## src/rtl/con_acia_pkg.sv

```systemverilog
package con_acia_pkg;
    localparam int BYTE_W     = 8;
    localparam int ST_RXFULL  = 0;
    localparam int ST_TXEMPTY = 1;
    localparam int ST_IRQ     = 7;
    localparam int CT_RXIE    = 7;
    localparam int CT_TXF_LO  = 5;
    localparam logic [1:0] TXIE_CODE = 2'b01;
    localparam logic [BYTE_W-1:0] EMPTY_READ = 8'hFF;

    typedef struct packed {
        logic [BYTE_W-1:0] ctrl;
        logic [BYTE_W-1:0] rxbuf;
        logic              full;
        logic              flag;
        logic              irq;
        logic              tx_vld;
        logic [BYTE_W-1:0] tx_dat;
    } port_state_t;
endpackage

```

## src/rtl/con_acia_decode.sv

```systemverilog
module con_acia_decode #(
    parameter int ADDR_W = 2
) (
    input  logic              bus_req,
    input  logic              bus_we,
    input  logic [ADDR_W-1:0] bus_addr,
    input  logic [7:0]        stat_byte,
    input  logic [7:0]        data_byte,
    output logic              wr_ctrl,
    output logic              rd_stat,
    output logic              wr_data,
    output logic              rd_data,
    output logic [7:0]        rdata
);
    localparam logic [ADDR_W-1:0] STAT_OFS = '0;
    localparam logic [ADDR_W-1:0] DATA_OFS = ADDR_W'(2);

    logic hit_stat, hit_data;

    always_comb begin
        hit_stat = bus_req && (bus_addr == STAT_OFS);
        hit_data = bus_req && (bus_addr == DATA_OFS);
        wr_ctrl  = hit_stat &&  bus_we;
        rd_stat  = hit_stat && !bus_we;
        wr_data  = hit_data &&  bus_we;
        rd_data  = hit_data && !bus_we;
        if (rd_stat)      rdata = stat_byte;
        else if (rd_data) rdata = data_byte;
        else              rdata = 8'h00;
    end
endmodule

```

## src/rtl/con_acia_core.sv

```systemverilog
module con_acia_core
    import con_acia_pkg::*;
(
    input  logic              clk,
    input  logic              rst,
    input  logic              wr_ctrl,
    input  logic              wr_data,
    input  logic              rd_data,
    input  logic [BYTE_W-1:0] wdata,
    input  logic              rx_valid,
    input  logic [BYTE_W-1:0] rx_data,
    output logic              rx_ready,
    output logic [BYTE_W-1:0] stat_byte,
    output logic [BYTE_W-1:0] data_byte,
    output logic              tx_valid,
    output logic [BYTE_W-1:0] tx_data,
    output logic              irq
);
    port_state_t st_d, st_q;

    always_comb begin
        st_d        = st_q;
        st_d.tx_vld = 1'b0;
        rx_ready    = !st_q.full;

        if (wr_ctrl) st_d.ctrl = wdata;

        if (wr_data) begin
            st_d.tx_vld = 1'b1;
            st_d.tx_dat = wdata;
            if (st_q.ctrl[CT_TXF_LO+1:CT_TXF_LO] == TXIE_CODE)
                st_d.irq = 1'b1;
        end

        if (rd_data) begin
            st_d.full = 1'b0;
            st_d.flag = 1'b0;
            st_d.irq  = 1'b0;
        end else if (st_q.full && st_q.ctrl[CT_RXIE] && !st_q.flag) begin
            st_d.flag = 1'b1;
            st_d.irq  = 1'b1;
        end

        if (rx_valid && rx_ready) begin
            st_d.full  = 1'b1;
            st_d.rxbuf = rx_data;
        end

        stat_byte             = '0;
        stat_byte[ST_RXFULL]  = st_q.full;
        stat_byte[ST_TXEMPTY] = 1'b1;
        stat_byte[ST_IRQ]     = st_q.flag;
        data_byte             = st_q.full ? st_q.rxbuf : EMPTY_READ;
        tx_valid              = st_q.tx_vld;
        tx_data               = st_q.tx_dat;
        irq                   = st_q.irq;
    end

    always_ff @(posedge clk) begin
        if (rst) begin
            st_q <= '0;
        end else begin
            st_q <= st_d;
        end
    end

    // a held character survives until it is read
    a_r4_no_overwrite: assert property (@(posedge clk) disable iff (rst)
        (st_q.full && !rd_data) |=> $stable(st_q.rxbuf));
    // data read clears flag and request
    a_r5_read_clears: assert property (@(posedge clk) disable iff (rst)
        rd_data |=> (!st_q.flag && !st_q.irq));
    // transmit interrupt raised by data write when enabled
    a_r6_tx_irq: assert property (@(posedge clk) disable iff (rst)
        (wr_data && st_q.ctrl[CT_TXF_LO+1:CT_TXF_LO] == TXIE_CODE) |=> st_q.irq);
    // the status flag only exists alongside a held character
    a_r2_flag_needs_full: assert property (@(posedge clk) disable iff (rst)
        st_q.flag |-> st_q.full);
    // a newly set flag comes with the request
    a_r3_flag_raises_irq: assert property (@(posedge clk) disable iff (rst)
        $rose(st_q.flag) |-> st_q.irq);
endmodule

```

## src/rtl/con_acia_port.sv

```systemverilog
module con_acia_port #(
    parameter int ADDR_W = 2
) (
    input  logic              clk,
    input  logic              rst,
    input  logic              bus_req,
    input  logic              bus_we,
    input  logic [ADDR_W-1:0] bus_addr,
    input  logic [7:0]        bus_wdata,
    output logic [7:0]        bus_rdata,
    input  logic              rx_valid,
    input  logic [7:0]        rx_data,
    output logic              rx_ready,
    output logic              tx_valid,
    output logic [7:0]        tx_data,
    output logic              irq
);
    logic       wr_ctrl, rd_stat, wr_data, rd_data;
    logic [7:0] stat_byte, data_byte;

    con_acia_decode #(.ADDR_W(ADDR_W)) u_decode (
        .bus_req   (bus_req),
        .bus_we    (bus_we),
        .bus_addr  (bus_addr),
        .stat_byte (stat_byte),
        .data_byte (data_byte),
        .wr_ctrl   (wr_ctrl),
        .rd_stat   (rd_stat),
        .wr_data   (wr_data),
        .rd_data   (rd_data),
        .rdata     (bus_rdata)
    );

    con_acia_core u_core (
        .clk       (clk),
        .rst       (rst),
        .wr_ctrl   (wr_ctrl),
        .wr_data   (wr_data),
        .rd_data   (rd_data),
        .wdata     (bus_wdata),
        .rx_valid  (rx_valid),
        .rx_data   (rx_data),
        .rx_ready  (rx_ready),
        .stat_byte (stat_byte),
        .data_byte (data_byte),
        .tx_valid  (tx_valid),
        .tx_data   (tx_data),
        .irq       (irq)
    );

    // at most one decoded register per access
    a_r7_single_decode: assert property (@(posedge clk) disable iff (rst)
        $onehot0({wr_ctrl, rd_stat, wr_data, rd_data}));
endmodule

```

## config.mk

```make
export PLATFORM = sky130hd
export DESIGN_NAME = con_acia_port
export DESIGN_NICKNAME = d
export VERILOG_FILES = /design/src/rtl/con_acia_pkg.sv /design/src/rtl/con_acia_decode.sv /design/src/rtl/con_acia_core.sv /design/src/rtl/con_acia_port.sv
export SDC_FILE = /design/constraint.sdc
export NUM_CORES = 1
export LEC_CHECK = 0
export BUFFER_PORTS_ARGS = -buffer_cell sky130_fd_sc_hd__buf_2
export CAP_MARGIN = 20
export CORE_MARGIN = 2
export CORE_UTILIZATION = 30
export CTS_CLUSTER_SIZE = 14
export DETAILED_ROUTE_END_ITERATION = 10
export GPL_ROUTABILITY_DRIVEN = 0
export GPL_TIMING_DRIVEN = 0
export PLACE_DENSITY = 0.62
export SLEW_MARGIN = 20
export SYNTH_ARGS = -nofsm -noshare
export SYNTH_HDL_FRONTEND = slang
export SYNTH_SLANG_ARGS = --single-unit
```

## constraint.sdc

```tcl
create_clock -name clk -period 1 [get_ports clk]
set_input_delay 0.1 -clock clk [delete_from_list [all_inputs] [get_ports clk]]
set_output_delay 0.1 -clock clk [all_outputs]
set_load 0.02 [all_outputs]
```

==> reports/metrics.yaml <==
grt:
  antenna_found_initial: 0
  grt_max_degree: 14
  grt_usage: 0.131
  globalRoute.totalOverflow: 0
  grt_pass1_wl_um: 4200
  grt_pass1_vias: 944
sta:
  fmax_ghz: 0.713
  slew_headroom: 0.610
  drv_slew: 0
  hold_ws_ns: 0.00838
  final-setup-viol-count: 17
  rsz0062_at_grt: "true"
  post-route-period-util: 1.40
  finClkSkew_ns: 0.00389
  max_slew.worst_pin.slew_ns: 0.584
  hold_viol: 0
  period_needed_ns: 1.40
  timing.final.ws_setup_ns: -0.403
clocking:
  clock-root-buffer: "clkbuf_4"
  cts_tree: "built"
  clkLatencyLatePin_ns: 0.31
  numCtsBuffers: 3
  clkSlewWorstSetupHoldPaths_ns: 0.12
  cts_num_sinks: 23
  cts_max_path_buffers: 2
  clock_tree.htree_level_count: 1
detailed_routing:
  ant_nets: 0
  post_drt_wl_per_cell_um: 11.9
  drt_iter0_markers: 23
  vias: 966
  drt-pass1-iter-count: 4
  drc_errors: 0
  routed_via_density: 4.51
  routed_wl_um: 2540
synthesis:
  synth_seq_area_share: 0.454
  yosys_register_bits: 23
  syn_area_per_cell_um2: 8.18
  yosys_warnings: 0
  syn-num-nets: 147
  postSynthCellCount: 124
  synth.distinct_cells: 24
  syn_area_um2: 1010
pwr:
  switching_share: 0.272
  leakage_nw: 0.625
  ir_worst_vdd_mv: 1.14
  p_clk_frac: 0.246
  power_density_nw_per_um2: 1110
  p_total_mw: 1.72
  pwr-share-comb: 0.189
  p_int_mw: 1.25
  sequentialPowerShare: 0.565
  power.switching_mw: 0.469
die:
  core_area_um2: 3280
  die_x_um: 62.2
  fp.dieH_um: 62.2
  num_io_pins: 42
  dieArea_um2: 3860
  start_util: 0.309
  num_rows: 21
final_layout:
  layout_common_cells: "nand2_1, buf_2, buf_6, dfxtp_1"
  n_antenna_cell: 0
  syn_to_final_growth_pct: 52.9
  final_area_um2: 1550
  final_common_cell: "nand2_1"
  regArea_um2: 474
  drive_above_1_share: 0.554
  fill_cells: 327
  finalNonFillerCells: 214
  nets: 192
  fin_util: 0.472
  multi_input_comb_area_um2: 561
worst_hold_path:
  hp-class: "in2reg"
setup_path:
  crit_type: "reg2out"
  setup.worst_path.end_class: "output pin"
  crit_path_max_fanout: 8
  cp.arrival_ns: 1.30
  crit_required_ns: 0.90
  cp-start-kind: "flip-flop"
run_status:
  violations: "setup timing"
  status: "finished with violations"
place:
  dp.cells: 210
  numPortBuffers: 40
  place_area_um2: 1340
  dp_hpwl_um: 1760
run:
  max-cap-violations: 0
## registers in the layout, summed over array words and instances (netlist names)
name and cells:
u_core.tx_data 8, u_core.stat_byte 2, u_core.tx_valid 1, u_core.st_q 11
u_core.irq 1
## power by group through the flow
stage | Sequential [mW] | Clock [mW] | Combinational [mW]
after global routing | 0.978 | 0.484 | 0.354
after detailed placement | 0.989 | 0 | 0.258
after global placement | 0.987 | 0 | 0.252
final | 0.974 | 0.425 | 0.325
after CTS | 0.972 | 0.431 | 0.320
after floorplan | 0.986 | 0 | 0.165
## cell families (layout without fill, tap and decap cells)
family,Yosys count,in the layout,synth area share
muxes,3,3,0.0296
DFF,23,23,0.454
AOI/OAI and AO/OA,27,27,0.168
and+or+nand+nor,51,51,0.234
buffers and inverters,20,64,0.115
## per-stage QoR
step           setup TNS, ns  setup slack, ns
6_report               -3.82           -0.403
5_1_grt                -4.85           -0.477
4_1_cts                -4.19           -0.394
3_5_place_dp           -2.10           -0.211
3_3_place_gp           -1.60           -0.209
2_1_floorplan         -0.167          -0.0284
## cell type report
class / count / area share
clock buffer: 3 / 0.0145
multi-input combinational: 81 / 0.361
inverter: 4 / 0.0121
buffer: 7 / 0.0282
clock inverter: 1 / 0.00323
sequential: 23 / 0.306
timing repair buffer: 49 / 0.238
tap: 46 / 0.0371
## worst max-delay path: stages, from the launching register on
cell        delay, ns
dfxtp_2          0.35
buf_6            0.13
clkinvlp_4       0.16
o21a_4           0.23
buf_6            0.12
## what timing repair did
| item | 4_1_cts | 5_1_grt |
|---|---|---|
| gates resized for setup | 52 | 9 |
| endpoints found under the hold margin | 0 | 2 |
| pin swaps | 5 | 6 |
| setup buffers | 7 | 0 |
| setup endpoints to repair | 25 | 23 |
| hold buffers | 0 | 2 |
## layer usage
layer | up-vias | routed length (um) | GRT usage
met5 | - | 0 | 0
met3 | 0 | 148 | 0.0471
met2 | 32 | 1300 | 0.240
met4 | 0 | 0 | 0.00556
met1 | 441 | 1090 | 0.154
li1 | 493 | - | -
## Yosys cell counts, drive strengths merged
| cell type | n | area, um2 |
|---|---|---|
| a311oi | 1 | 15.0 |
| nand2 | 33 | 124 |
| and4bb | 1 | 12.5 |
| and4b | 1 | 10.0 |
| buf | 14 | 93.8 |
| inv | 4 | 15.0 |
| or3b | 1 | 8.76 |
| nor3 | 2 | 10.0 |
| nor4bb | 1 | 10.0 |
| o21a | 5 | 37.5 |
| nand2b | 1 | 6.26 |
| nor2 | 8 | 30.0 |
| nand3b | 1 | 11.3 |
| nor2b | 1 | 6.26 |
| mux2i | 3 | 30.0 |
| nand4b | 1 | 8.76 |
| clkbuf | 2 | 7.51 |
| dfxtp | 23 | 460 |
| a21oi | 17 | 85.1 |
| a211oi | 2 | 20.0 |
| a31oi | 2 | 12.5 |
## path summary, 6_finish.rpt
path,from,endpoint,slack (ns),cells after the start
setup reg to reg,u_core.stat_byte[0],u_core.st_q[12],-0.07,5
hold reg to reg,u_core.tx_data[1],u_core.tx_data[1],0.47,2
hold / removal,bus_wdata[3],u_core.tx_data[3],0.008,3
setup / recovery,u_core.stat_byte[0],bus_rdata[2],-0.40,4
Power figures use the tool's default switching activity.
